`src/rtl/fgm_pkg.sv`:
```
package fgm_pkg;
  parameter int DW        = 64;
  parameter int SW        = 32;
  parameter int DEXP_W    = 11;
  parameter int SEXP_W    = 8;
  parameter int DFRAC_W   = 52;
  parameter int SFRAC_W   = 23;
  parameter int CR_W      = 4;
  parameter int CR_IDX_W  = 3;
  parameter int CR_GPR_ID = 0;
  parameter int CR_FPR_ID = 1;
  localparam int BIAS_DIFF = (1 << (DEXP_W - 1)) - (1 << (SEXP_W - 1));
  localparam int PAD_W     = DFRAC_W - SFRAC_W;
  localparam int LZ_W      = $clog2(SFRAC_W + 1);
endpackage

```
`src/rtl/fgm_narrow.sv`:
```
module fgm_narrow
  import fgm_pkg::*;
(
  input  logic [DW-1:0] dbl_in,
  output logic [DW-1:0] word_out
);
  logic              sgn;
  logic [SEXP_W-1:0] e8;
  logic [SFRAC_W-1:0] f23;
  logic unused_bits;

  assign sgn = dbl_in[DW-1];
  assign e8  = {dbl_in[DW-2], dbl_in[DFRAC_W+SEXP_W-2:DFRAC_W]};
  assign f23 = dbl_in[DFRAC_W-1 -: SFRAC_W];
  assign unused_bits = ^{dbl_in[DW-3:DFRAC_W+SEXP_W-1], dbl_in[PAD_W-1:0]};

  assign word_out = {{(DW-SW){1'b0}}, sgn, e8, f23};
endmodule

```
`src/rtl/fgm_widen.sv`:
```
module fgm_widen
  import fgm_pkg::*;
(
  input  logic [SW-1:0] word_in,
  output logic [DW-1:0] dbl_out
);
  logic               sgn;
  logic [SEXP_W-1:0]  e8;
  logic [SFRAC_W-1:0] f23;
  logic [LZ_W-1:0]    lz;
  logic [LZ_W-1:0]    shamt;
  logic [SFRAC_W-1:0] norm_f;
  logic               hit;

  assign sgn = word_in[SW-1];
  assign e8  = word_in[SW-2 -: SEXP_W];
  assign f23 = word_in[SFRAC_W-1:0];

  always_comb begin
    lz  = LZ_W'(SFRAC_W);
    hit = 1'b0;
    for (int i = SFRAC_W - 1; i >= 0; i--) begin
      if (!hit && f23[i]) begin
        lz  = LZ_W'(SFRAC_W - 1 - i);
        hit = 1'b1;
      end
    end
  end

  assign shamt  = lz + LZ_W'(1);
  assign norm_f = f23 << shamt;

  always_comb begin
    if (e8 == {SEXP_W{1'b1}})
      dbl_out = {sgn, {DEXP_W{1'b1}}, f23, {PAD_W{1'b0}}};
    else if (e8 != '0)
      dbl_out = {sgn, DEXP_W'(e8) + DEXP_W'(BIAS_DIFF), f23, {PAD_W{1'b0}}};
    else if (f23 == '0)
      dbl_out = {sgn, {(DW-1){1'b0}}};
    else
      dbl_out = {sgn, DEXP_W'(BIAS_DIFF) - DEXP_W'(lz), norm_f, {PAD_W{1'b0}}};
  end
endmodule

```
`src/rtl/fgm_crgen.sv`:
```
module fgm_crgen
  import fgm_pkg::*;
(
  input  logic [DW-1:0]       val,
  input  logic                to_gpr,
  input  logic                so_in,
  input  logic [CR_W-1:0]     fp_summary,
  output logic [CR_W-1:0]     cr_val,
  output logic [CR_IDX_W-1:0] cr_idx
);
  logic neg, zero;
  assign neg  = val[DW-1];
  assign zero = (val == '0);

  always_comb begin
    if (to_gpr) begin
      cr_val = {neg, !neg && !zero, zero, so_in};
      cr_idx = CR_IDX_W'(CR_GPR_ID);
    end else begin
      cr_val = fp_summary;
      cr_idx = CR_IDX_W'(CR_FPR_ID);
    end
  end
endmodule

```
`src/rtl/fgmove_unit.sv`:
```
module fgmove_unit
  import fgm_pkg::*;
(
  input  logic                clk,
  input  logic                rst,
  input  logic                in_valid,
  input  logic                to_gpr,
  input  logic                is_single,
  input  logic                rc_en,
  input  logic [DW-1:0]       src_data,
  input  logic                so_in,
  input  logic [CR_W-1:0]     fp_summary,
  output logic                out_valid,
  output logic [DW-1:0]       res_data,
  output logic                cr_wen,
  output logic [CR_IDX_W-1:0] cr_idx,
  output logic [CR_W-1:0]     cr_val
);
  logic [DW-1:0]       narrowed, widened, moved;
  logic [CR_W-1:0]     cr_val_c;
  logic [CR_IDX_W-1:0] cr_idx_c;
  logic                r_single, r_to_gpr;

  fgm_narrow u_narrow (.dbl_in(src_data), .word_out(narrowed));
  fgm_widen  u_widen  (.word_in(src_data[SW-1:0]), .dbl_out(widened));

  always_comb begin
    if (!is_single)  moved = src_data;
    else if (to_gpr) moved = narrowed;
    else             moved = widened;
  end

  fgm_crgen u_crgen (
    .val(moved), .to_gpr(to_gpr), .so_in(so_in), .fp_summary(fp_summary),
    .cr_val(cr_val_c), .cr_idx(cr_idx_c)
  );

  always_ff @(posedge clk) begin
    if (rst) begin
      out_valid <= 1'b0;
      cr_wen    <= 1'b0;
      res_data  <= '0;
      cr_idx    <= '0;
      cr_val    <= '0;
      r_single  <= 1'b0;
      r_to_gpr  <= 1'b0;
    end else begin
      out_valid <= in_valid;
      cr_wen    <= in_valid && rc_en;
      if (in_valid) begin
        res_data <= moved;
        r_single <= is_single;
        r_to_gpr <= to_gpr;
        if (rc_en) begin
          cr_idx <= cr_idx_c;
          cr_val <= cr_val_c;
        end
      end
    end
  end

  p_latency_r1: assert property (@(posedge clk) disable iff (rst)
    in_valid |=> out_valid);
  p_idle_r8: assert property (@(posedge clk) disable iff (rst)
    !in_valid |=> !out_valid && !cr_wen);
  p_dbl_pass_r1: assert property (@(posedge clk) disable iff (rst)
    (in_valid && !is_single) |=> res_data == $past(src_data));
  p_upper_zero_r2: assert property (@(posedge clk) disable iff (rst)
    (out_valid && r_single && r_to_gpr) |-> res_data[DW-1:SW] == '0);
  p_cr0_onehot_r6: assert property (@(posedge clk) disable iff (rst)
    (cr_wen && cr_idx == CR_IDX_W'(CR_GPR_ID)) |-> $onehot(cr_val[CR_W-1:1]));
  p_cr1_copy_r7: assert property (@(posedge clk) disable iff (rst)
    (in_valid && rc_en && !to_gpr) |=> cr_val == $past(fp_summary));
  p_wen_qual_r8: assert property (@(posedge clk) disable iff (rst)
    cr_wen |-> out_valid);
endmodule

```
`config.mk`:
```
export PLATFORM = sky130hd
export DESIGN_NAME = fgmove_unit
export DESIGN_NICKNAME = d
export VERILOG_FILES = /design/src/rtl/fgm_pkg.sv /design/src/rtl/fgm_narrow.sv /design/src/rtl/fgm_widen.sv /design/src/rtl/fgm_crgen.sv /design/src/rtl/fgmove_unit.sv
export SDC_FILE = /design/constraint.sdc
export NUM_CORES = 1
export LEC_CHECK = 0
export ABC_AREA = 1
export BUFFER_PORTS_ARGS = -buffer_cell sky130_fd_sc_hd__buf_2
export CAP_MARGIN = 10
export CORE_MARGIN = 1.5
export CORE_UTILIZATION = 25
export CTS_CLUSTER_DIAMETER = 40
export DETAILED_ROUTE_END_ITERATION = 8
export GPL_ROUTABILITY_DRIVEN = 0
export PLACE_DENSITY = 0.44
export SETUP_SLACK_MARGIN = 0.4
export SKIP_CTS_REPAIR_TIMING = 1
export SYNTH_ARGS = -nofsm -noshare
export SYNTH_HDL_FRONTEND = slang
export SYNTH_SLANG_ARGS = --single-unit
```
`constraint.sdc`:
```
create_clock -name clk -period 8.2 [get_ports clk]
set_input_delay 1.64 -clock clk [delete_from_list [all_inputs] [get_ports clk]]
set_output_delay 1.64 -clock clk [all_outputs]
set_load 0.005 [all_outputs]
```
== Word level (Yosys, flattened, before mapping) ==
Index checks and enable logic that the tools add are counted.

* Reductions and logical operators: 52
* Equality and inequality tests: 1
* Shifts and indexed selects: 1
* Add/subtract/negate cells: 3
* Mux-type cells: 52

{| class="wikitable"
|+ Operators by type and width
! cell !! count
|-
| $mux W63 || 3
|-
| $mux W64 || 2
|-
| $mux W5 || 23
|-
| $logic_not A64 Y1 || 1
|-
| $logic_and A1 B1 Y1 || 24
|-
| $logic_not A1 Y1 || 24
|-
| $logic_not A23 Y1 || 1
|-
| $mux W1 || 23
|-
| $shl A23 B5 Y23 || 1
|-
| $add A8 B10 Y11 const B || 1
|-
| $sub A10 B5 Y11 const A || 1
|-
| $eq A8 B8 Y1 const B || 1
|-
| $reduce_bool A8 Y1 || 1
|-
| $add A5 B1 Y5 const B || 1
|-
| $mux W4 || 1
|-
| $reduce_and A2 Y1 || 1
|}

* Logic and storage cells: 114
* Register bits: 73
* Output and inout port bits: 73

== Longest topological paths before layout ==
Gate-level depths: netlist of run 1.

* Depth in word-level cells: 78
* Mapped depth: 30

== Hierarchy ==
A second synthesis of run 1 with hierarchy kept.

* Cell total of the unflattened synthesis: 1268
* Area total of the unflattened synthesis: 7858.8 µm²

{| class="wikitable"
|+ By module, submodules not included
! module !! times used !! cells each !! seq. area each (µm²) !! area an instance (µm²)
|-
| fgmove_unit || 1 || 661 || 1461.4 || 4669.5
|-
| fgm_widen || 1 || 463 || 0.0 || 2389.8
|-
| fgm_narrow || 1 || 65 || 0.0 || 484.2
|-
| fgm_crgen || 1 || 79 || 0.0 || 315.3
|}

== Least setup slack after synthesis of run 1 ==
No wires, ideal clock.

* Path kind: input to register
* Start: input src_data[16]
* End: register cr_val[2]
* Cell stages on the path: 28
* Path slack: 3.392 ns
* Data arrival time: 4.694 ns
* Cells stage by stage: nor2_1 -> nand2_1 -> nor2_8 -> nand2_1 -> nand3_1 -> nor2_1 -> nand4_1 -> nor2_4 -> nand3_2 -> buf_6 -> buf_6 -> ha_1 -> clkbuf_1 -> clkinv_1 -> clkbuf_1 -> nand3_1 -> nor2_1 -> nand3_1 -> nand2_1 -> a21oi_1 -> nand3_1 -> nor2_1 -> nand2_1 -> nor2_1 -> nand2_1 -> nor2_2 -> nand2_1 -> a21o_1

* Cells in the longest elaborated chain, start to end: 61
* Elaborated cells on any way between the ends: 79
* Classes of those cells: 2 x add/sub; 1 x shift; 39 x mux; 37 x reduce/logical

{| class="wikitable"
|+ Ends and longest elaborated chain
! what !! RTL line !! source
|-
| start, declared || fgmove_unit.sv:10 || <nowiki>input logic [DW-1:0] src_data,</nowiki>
|-
| $logic_and A1 B1 Y1 || fgm_widen.sv:23 || <nowiki>if (!hit && f23[i]) begin</nowiki>
|-
| $mux W1 || fgm_widen.sv:23 ||
|-
| $logic_not A1 Y1 || fgm_widen.sv:23 ||
|-
| $logic_and A1 B1 Y1 || fgm_widen.sv:23 ||
|-
| $mux W1 || fgm_widen.sv:23 ||
|-
| $logic_not A1 Y1 || fgm_widen.sv:23 ||
|-
| $logic_and A1 B1 Y1 || fgm_widen.sv:23 ||
|-
| $mux W1 || fgm_widen.sv:23 ||
|-
| (+45 left out) || - ||
|-
| $mux W63 || fgm_widen.sv:36 || <nowiki>else if (e8 != '0)</nowiki>
|-
| $mux W63 || fgm_widen.sv:34 || <nowiki>if (e8 == {SEXP_W{1'b1}})</nowiki>
|-
| $mux W64 || fgmove_unit.sv:29 || <nowiki>else if (to_gpr) moved = narrowed;</nowiki>
|-
| $mux W64 (*) || fgmove_unit.sv:28 || <nowiki>if (!is_single) moved = src_data;</nowiki>
|-
| $logic_not A64 Y1 (*) || fgm_crgen.sv:13 || <nowiki>assign zero = (val == '0);</nowiki>
|-
| $logic_not A1 Y1 (*) || fgm_crgen.sv:17 || <nowiki>cr_val = {neg, !neg && !zero, zero, so_in};</nowiki>
|-
| $logic_and A1 B1 Y1 (*) || fgm_crgen.sv:17 ||
|-
| $mux W4 (*) || fgm_crgen.sv:16 || <nowiki>if (to_gpr) begin</nowiki>
|-
| end signal, assigned || fgmove_unit.sv:56 || <nowiki>cr_val <= cr_val_c;</nowiki>
|-
| end, declared || fgmove_unit.sv:17 || <nowiki>output logic [CR_W-1:0] cr_val</nowiki>
|}

Every way passes the cells marked *; elsewhere a longest branch is shown, timed or not.
A chain may end at the register's enable or synchronous reset.

== Worst setup path in the final report of run 1 ==
* Start: input src_data[21]
* End: register cr_val[2]

* Cells in the longest elaborated chain, start to end: 76
* Elaborated cells on any way between the ends: 99
* Classes of those cells: 2 x add/sub; 1 x shift; 49 x mux; 47 x reduce/logical

{| class="wikitable"
|+ Ends and longest elaborated chain
! what !! RTL line
|-
| $logic_and A1 B1 Y1 || fgm_widen.sv:23
|-
| $mux W1 || fgm_widen.sv:23
|-
| $logic_not A1 Y1 || fgm_widen.sv:23
|-
| $logic_and A1 B1 Y1 || fgm_widen.sv:23
|-
| $mux W1 || fgm_widen.sv:23
|-
| $logic_not A1 Y1 || fgm_widen.sv:23
|-
| $logic_and A1 B1 Y1 || fgm_widen.sv:23
|-
| $mux W1 || fgm_widen.sv:23
|-
| (+60 left out) || -
|-
| $mux W63 || fgm_widen.sv:36
|-
| $mux W63 || fgm_widen.sv:34
|-
| $mux W64 || fgmove_unit.sv:29
|-
| $mux W64 (*) || fgmove_unit.sv:28
|-
| $logic_not A64 Y1 (*) || fgm_crgen.sv:13
|-
| $logic_not A1 Y1 (*) || fgm_crgen.sv:17
|-
| $logic_and A1 B1 Y1 (*) || fgm_crgen.sv:17
|-
| $mux W4 (*) || fgm_crgen.sv:16
|}

Marked as above.

==> impl_metrics.yaml, run 1 <==
status:
  status: "finished clean"
cells_and_area:
  syn2layout_area_growth_pct: 20.3
  final_cell_area_mm2: 0.00688
  multiInputGateArea_mm2: 0.00355
  fillers: 2659
  fin_nets: 1191
  drive_above_1_share_pct: 17.3
  instances_no_fill: 1405
  seqCellArea_mm2: 0.00142
synthesis:
  synth_area_leaders: "dfxtp_1, nand2_1, nand3_1"
  synth_area_leader_cell: "dfxtp_1"
  yosys_warnings: 0
  synth_edf_count: 0
  yosysTopAreaCellShare_pct: 24.8
  synthArstFlopShare_pct: 0
  ys_top_cells_by_count: "nand2_1, nor2_1, nand3_1, inv_1"
  yosys.cell_count.top_type: "nand2_1"
  ys_seq_area_share_pct: 24.8
  avgSynthCellArea_um2: 5.67
  syn_inst: 1010
  ys.flop_type: "dfxtp_1"
  syn_area_mm2: 0.00572
  ys_ff_latch: 71
  synth_cell_types: 40
floorplanning:
  dieArea_mm2: 0.0238
  dieHeight_um: 154
  io_pins: 148
  std_cell_rows: 55
  die_w_um: 154
  core_area_mm2: 0.0226
  start_util_pct: 25.3
global_route:
  grt_pass1_vias: 6779
  grt_max_degree: 85
  grt_overflow: 0
  grt_usage_pct: 22.4
  antenna_found_initial: 1
  grt_pass1_wl_mm: 40.6
critical_path:
  cp_slowest_cell: "nand3_2"
  cpMostUsedCell: "nand2_1"
  startpoint_type: "input port"
  critPathMaxStageDelay_ps: 630
  crit_arrival_ps: 6310
  path_class: "in -> reg"
  worstPathMaxFanout: 29
  end_kind: "flop"
  cp.required_ps: 8440
sta:
  setup_viol: 0
  worstMarginPinSlew_ps: 910
  fin_crit_ps: 6070
  slew_headroom_pct: 39.1
  grt_setup_unrepaired: "no"
  fin_crit_sh_pct: 74.0
  max_clock_freq_mhz: 165
  fin_hold_ws_ps: 478
  finalHoldViolations: 0
  worst_clock_skew_ps: 0
  fin_ws_ps: 2130
  drv_slew: 0
  setup_tns_ps: 0
drt:
  drc: 0
  dr.first_iter.drc_count: 774
  via_per_inst: 5.10
  num_vias: 7163
  drtPass1Iterations: 5
  totalWireLength_mm: 26.8
  antenna_left: 0
  wire_per_inst_um: 19.1
flow_run:
  cap_violations: 0
power_and_ir_drop:
  p_seq_share_pct: 36.0
  p_comb_share_pct: 28.8
  ir_drop_mv: 0.0915
  clockPowerShare_pct: 35.2
  p_int_uw: 679
  p_leak_uw: 0.00375
  power.switching_uw: 382
  p_per_area_mw_per_mm2: 154
  p_sw_share_pct: 36.0
placement:
  place_inst: 1388
  dp_hpwl_mm: 20.7
  place_area_mm2: 0.00660
  place_ws_ps: 1930
  portBuffers: 145
cts:
  cts_tree: "yes"
  numCtsBuffers: 9
  clock_sinks: 71
  htreeDepth: 3
  cts_buffer_depth: 2
  clk_root_buffer_cell: "clkbuf_16"
  clkTransAtPathRegs_ps: 60
  clk-insertion-delay-late_ps: 340
hold_path:
  hp-class: "reg -> reg"
[worst max-delay path, delay by kind of cell]
kind | cells | cell delay [ps]
AOI/OAI and AO/OA | 3 | 660
and+or+nand+nor | 17 | 2720
adders and majority gates | 1 | 570
buffers and inverters | 5 | 690
[final timing paths]
| check | startpoint | end | slack [ps] | cells after the start |
|---|---|---|---|---|
| setup / recovery | src_data[21] | cr_val[2] | 2130 | 26 |
| hold / removal | cr_val[3] | cr_val[3] | 480 | 2 |
| setup reg to reg | cr_val[2] | cr_val[2] | 7450 | 3 |
| hold reg to reg | cr_val[3] | cr_val[3] | 480 | 2 |
[placed cells by master, fill, tap and decap left out, types with 9 or more instances in the layout]
cell,synthesis,routed
a21oi_1,29,29
buf_2,8,145
clkbuf_16,0,9
dfxtp_1,71,71
inv_1,119,119
nand2_1,227,227
nand3_1,146,146
nand4_1,30,30
nor2_1,151,151
o211ai_1,23,23
o21ai_0,71,71
o21ai_1,13,13
o22ai_1,16,16
[cells by family after synthesis]
| kind of cell | Yosys count | synth area share (%) |
|---|---|---|
| other | 1 | 0.0655 |
| AO/OA/AOI/OAI | 162 | 16.1 |
| adder cells (fa/ha/maj) | 2 | 0.437 |
| XOR/XNOR | 1 | 0.284 |
| AND/OR/NAND/NOR | 582 | 45.1 |
| flip-flops | 71 | 24.8 |
| buffers and inverters | 191 | 13.2 |
[flip-flops by register name, indices dropped and copies added, names as in the netlist]
register   count
res_data      64
cr_val         4
cr_idx         1
cr_wen         1
out_valid      1
[routing by layer]
layer,global-route usage [%],part of all wire (%),vias to the layer above
met5,0,0,-
met4,7.92,2.8,0
met3,3.64,7.5,41
met2,34.1,43,319
met1,31.8,46,3284
li1,-,-,3519
[cell type report]
class / instances / area share (%)
antenna: 1 / 0.0364
clock buffer: 11 / 3.53
clock inverter: 5 / 0.491
inverter: 130 / 7.09
multi-input combinational: 749 / 51.6
sequential: 71 / 20.7
tap: 285 / 5.18
timing repair buffer: 153 / 11.4
[power by group through the flow]
stage / Combinational, uW / Clock [uW] / Sequential [uW]
6_report: 306 / 374 / 383
5_1_grt: 339 / 398 / 385
4_1_cts: 302 / 384 / 383
3_5_place_dp: 301 / 0 / 390
3_3_place_gp: 303 / 0 / 390
2_1_floorplan: 180 / 0 / 390
[metrics by stage]
step / power, uW / util [%]
6_report: 1060 / 30.5
5_1_grt: 1120 / 30.5
4_1_cts: 1070 / 30.5
3_5_place_dp: 691 / 29.3
3_3_place_gp: 693 / 29.3
2_1_floorplan: 570 / -
No activity file was read; power rests on OpenSTA's default activity.
==> run 2: changes to the inputs <==
PLACE_DENSITY = 0.45   (was 0.44)
clock period = 4.95 ns   (was 8.2 ns; I/O delays follow)
==> run 2 against run 1 <==
First-iteration DRC count shrank 8.8%. Setup slack lost 1400 ps. Non-clock buffer count grew 13. Wire length shrank 1.4%. Design area grew 1.9%. Via count grew 0.42%. Clock-buffer cell count shrank 2. Sequential share of layout area shrank 0.39 points. Largest power group is now the clock network.
==> impl_metrics.yaml, run 2 (same netlist as run 1, synthesis figures left out) <==
status:
  status: "finished clean"
sta:
  grt_setup_unrepaired: "no"
  worst_clock_skew_ps: 0
  worstMarginPinSlew_ps: 748
  finalHoldViolations: 0
  fin_crit_sh_pct: 85.9
  setup_viol: 0
  max_clock_freq_mhz: 235
  drv_slew: 0
  fin_hold_ws_ps: 470
  setup_tns_ps: 0
  slew_headroom_pct: 50.1
  fin_ws_ps: 696
  fin_crit_ps: 4250
drt:
  drc: 0
  num_vias: 7193
  via_per_inst: 5.07
  totalWireLength_mm: 26.4
  wire_per_inst_um: 18.6
  antenna_left: 0
  drtPass1Iterations: 5
  dr.first_iter.drc_count: 706
placement:
  place_ws_ps: 376
  portBuffers: 145
  place_inst: 1401
  dp_hpwl_mm: 20.6
global_route:
  met3_usage_pct: 4.37
  use_met1_pct: 29.2
  grt_pass1_vias: 6859
  grt_max_degree: 54
  grt_pass1_wl_mm: 39.8
  grtUsageMet2_pct: 35.4
  antenna_found_initial: 2
  grt_usage_pct: 21.9
  gr-max-usage-layer: "met2"
  grt_overflow: 0
power_and_ir_drop:
  power.switching_uw: 639
  p_leak_uw: 0.00381
  p_comb_share_pct: 28.1
  p_per_area_mw_per_mm2: 258
  p_sw_share_pct: 35.3
  ir_drop_mv: 0.129
  p_int_uw: 1170
  p_seq_share_pct: 35.1
  clockPowerShare_pct: 36.8
cells_and_area:
  syn2layout_area_growth_pct: 22.6
  seqCellArea_mm2: 0.00142
  fillers: 2628
  instances_no_fill: 1418
  reg_top3: "res_data (64), cr_val (4)"
  final_cell_mix: "nand2_1, nor2_1, nand3_1, buf_2, inv_1"
  drive_above_1_share_pct: 18.4
  largest_register_ffs: 64
  fin_nets: 1204
  layout_commonest_cell: "nand2_1"
  largest-register: "res_data"
  multiInputGateArea_mm2: 0.00355
floorplanning:
  start_util_pct: 25.3
  die_w_um: 154
  dieHeight_um: 154
  std_cell_rows: 55
  dieArea_mm2: 0.0238
  core_area_mm2: 0.0226
  io_pins: 148
hold_path:
  hp-class: "reg -> reg"
critical_path:
  path_class: "in -> reg"
  critPathMaxStageDelay_ps: 270
  cp_slowest_cell: "buf_4"
  crit_arrival_ps: 4530
  worstPathMaxFanout: 21
  worst-path-buf-inv: 2
  end_kind: "flop"
  cp.required_ps: 5230
  startpoint_type: "input port"
  path_cells: "buf_2, nor2_4, nand2_2, nor2_8, nand3_4, nor2_4, nand4_1, nand3_1, nand2_1, ha_1, xnor2_2, buf_4, nor2_1, nand3_1, nand2_1, a21oi_1, nand3_1, nor2_1, nand2_1, nor2_1, nand2_1, nor2_2, nand3_1, a21oi_1"
  critical-path-top-delay-family: "simple AND/OR/NAND/NOR gates"
cts:
  cts_buffer_depth: 2
  clkTransAtPathRegs_ps: 60
  clk-insertion-delay-late_ps: 340
  numCtsBuffers: 9
  clock_sinks: 71
  cts_tree: "yes"
  clk_root_buffer_cell: "clkbuf_16"
  htreeDepth: 3
flow_run:
  cap_violations: 0
## run 2: through the flow
stage | total power (uW) | instance area, um^2 | util (%)
6_report | 1810 | 7010 | 31.1
5_1_grt | 1900 | 7010 | 31.1
4_1_cts | 1820 | 7010 | 31.1
3_5_place_dp | 1150 | 6710 | 29.7
3_3_place_gp | 1150 | 6710 | 29.7
2_1_floorplan | 943 | 5730 | -
## run 2: power groups by stage
| stage | sequential [uW] | combinational, uW | clock, uW |
|---|---|---|---|
| 2_1_floorplan | 646 | 298 | 0 |
| 3_3_place_gp | 648 | 506 | 0 |
| 3_5_place_dp | 648 | 501 | 0 |
| 4_1_cts | 636 | 503 | 686 |
| 5_1_grt | 640 | 564 | 700 |
| 6_report | 635 | 508 | 666 |
## run 2: area by class of cell
cell class | count | share of cell area, %
repair buffers | 166 | 12.8
clock buffers | 9 | 3.21
well taps | 285 | 5.08
multi-input cells | 749 | 50.6
clock inverters | 7 | 1.05
inverters | 130 | 6.96
diodes | 1 | 0.0357
flip-flops and latches | 71 | 20.3
## run 2: worst paths after layout
path	end	from	slack, ps	depth (start not counted)
worst max register to register	cr_val[2]	cr_val[2]	4070	3
worst min register to register	cr_val[3]	cr_val[3]	470	2
worst min-delay path	cr_val[3]	cr_val[3]	470	2
worst max-delay path	cr_val[1]	src_data[22]	700	24
## run 2: worst reg2reg max path: stages (launching register included)
cell and delay (ps):
dfxtp_1 410, nand2_1 70, a21oi_1 230, a21o_1 120
## run 2: per-layer routing
layer | vias to the layer above | share of wire (%)
met5 | - | 0
met4 | 0 | 2.2
met3 | 44 | 7.5
met2 | 341 | 45
met1 | 3256 | 46
li1 | 3552 | -
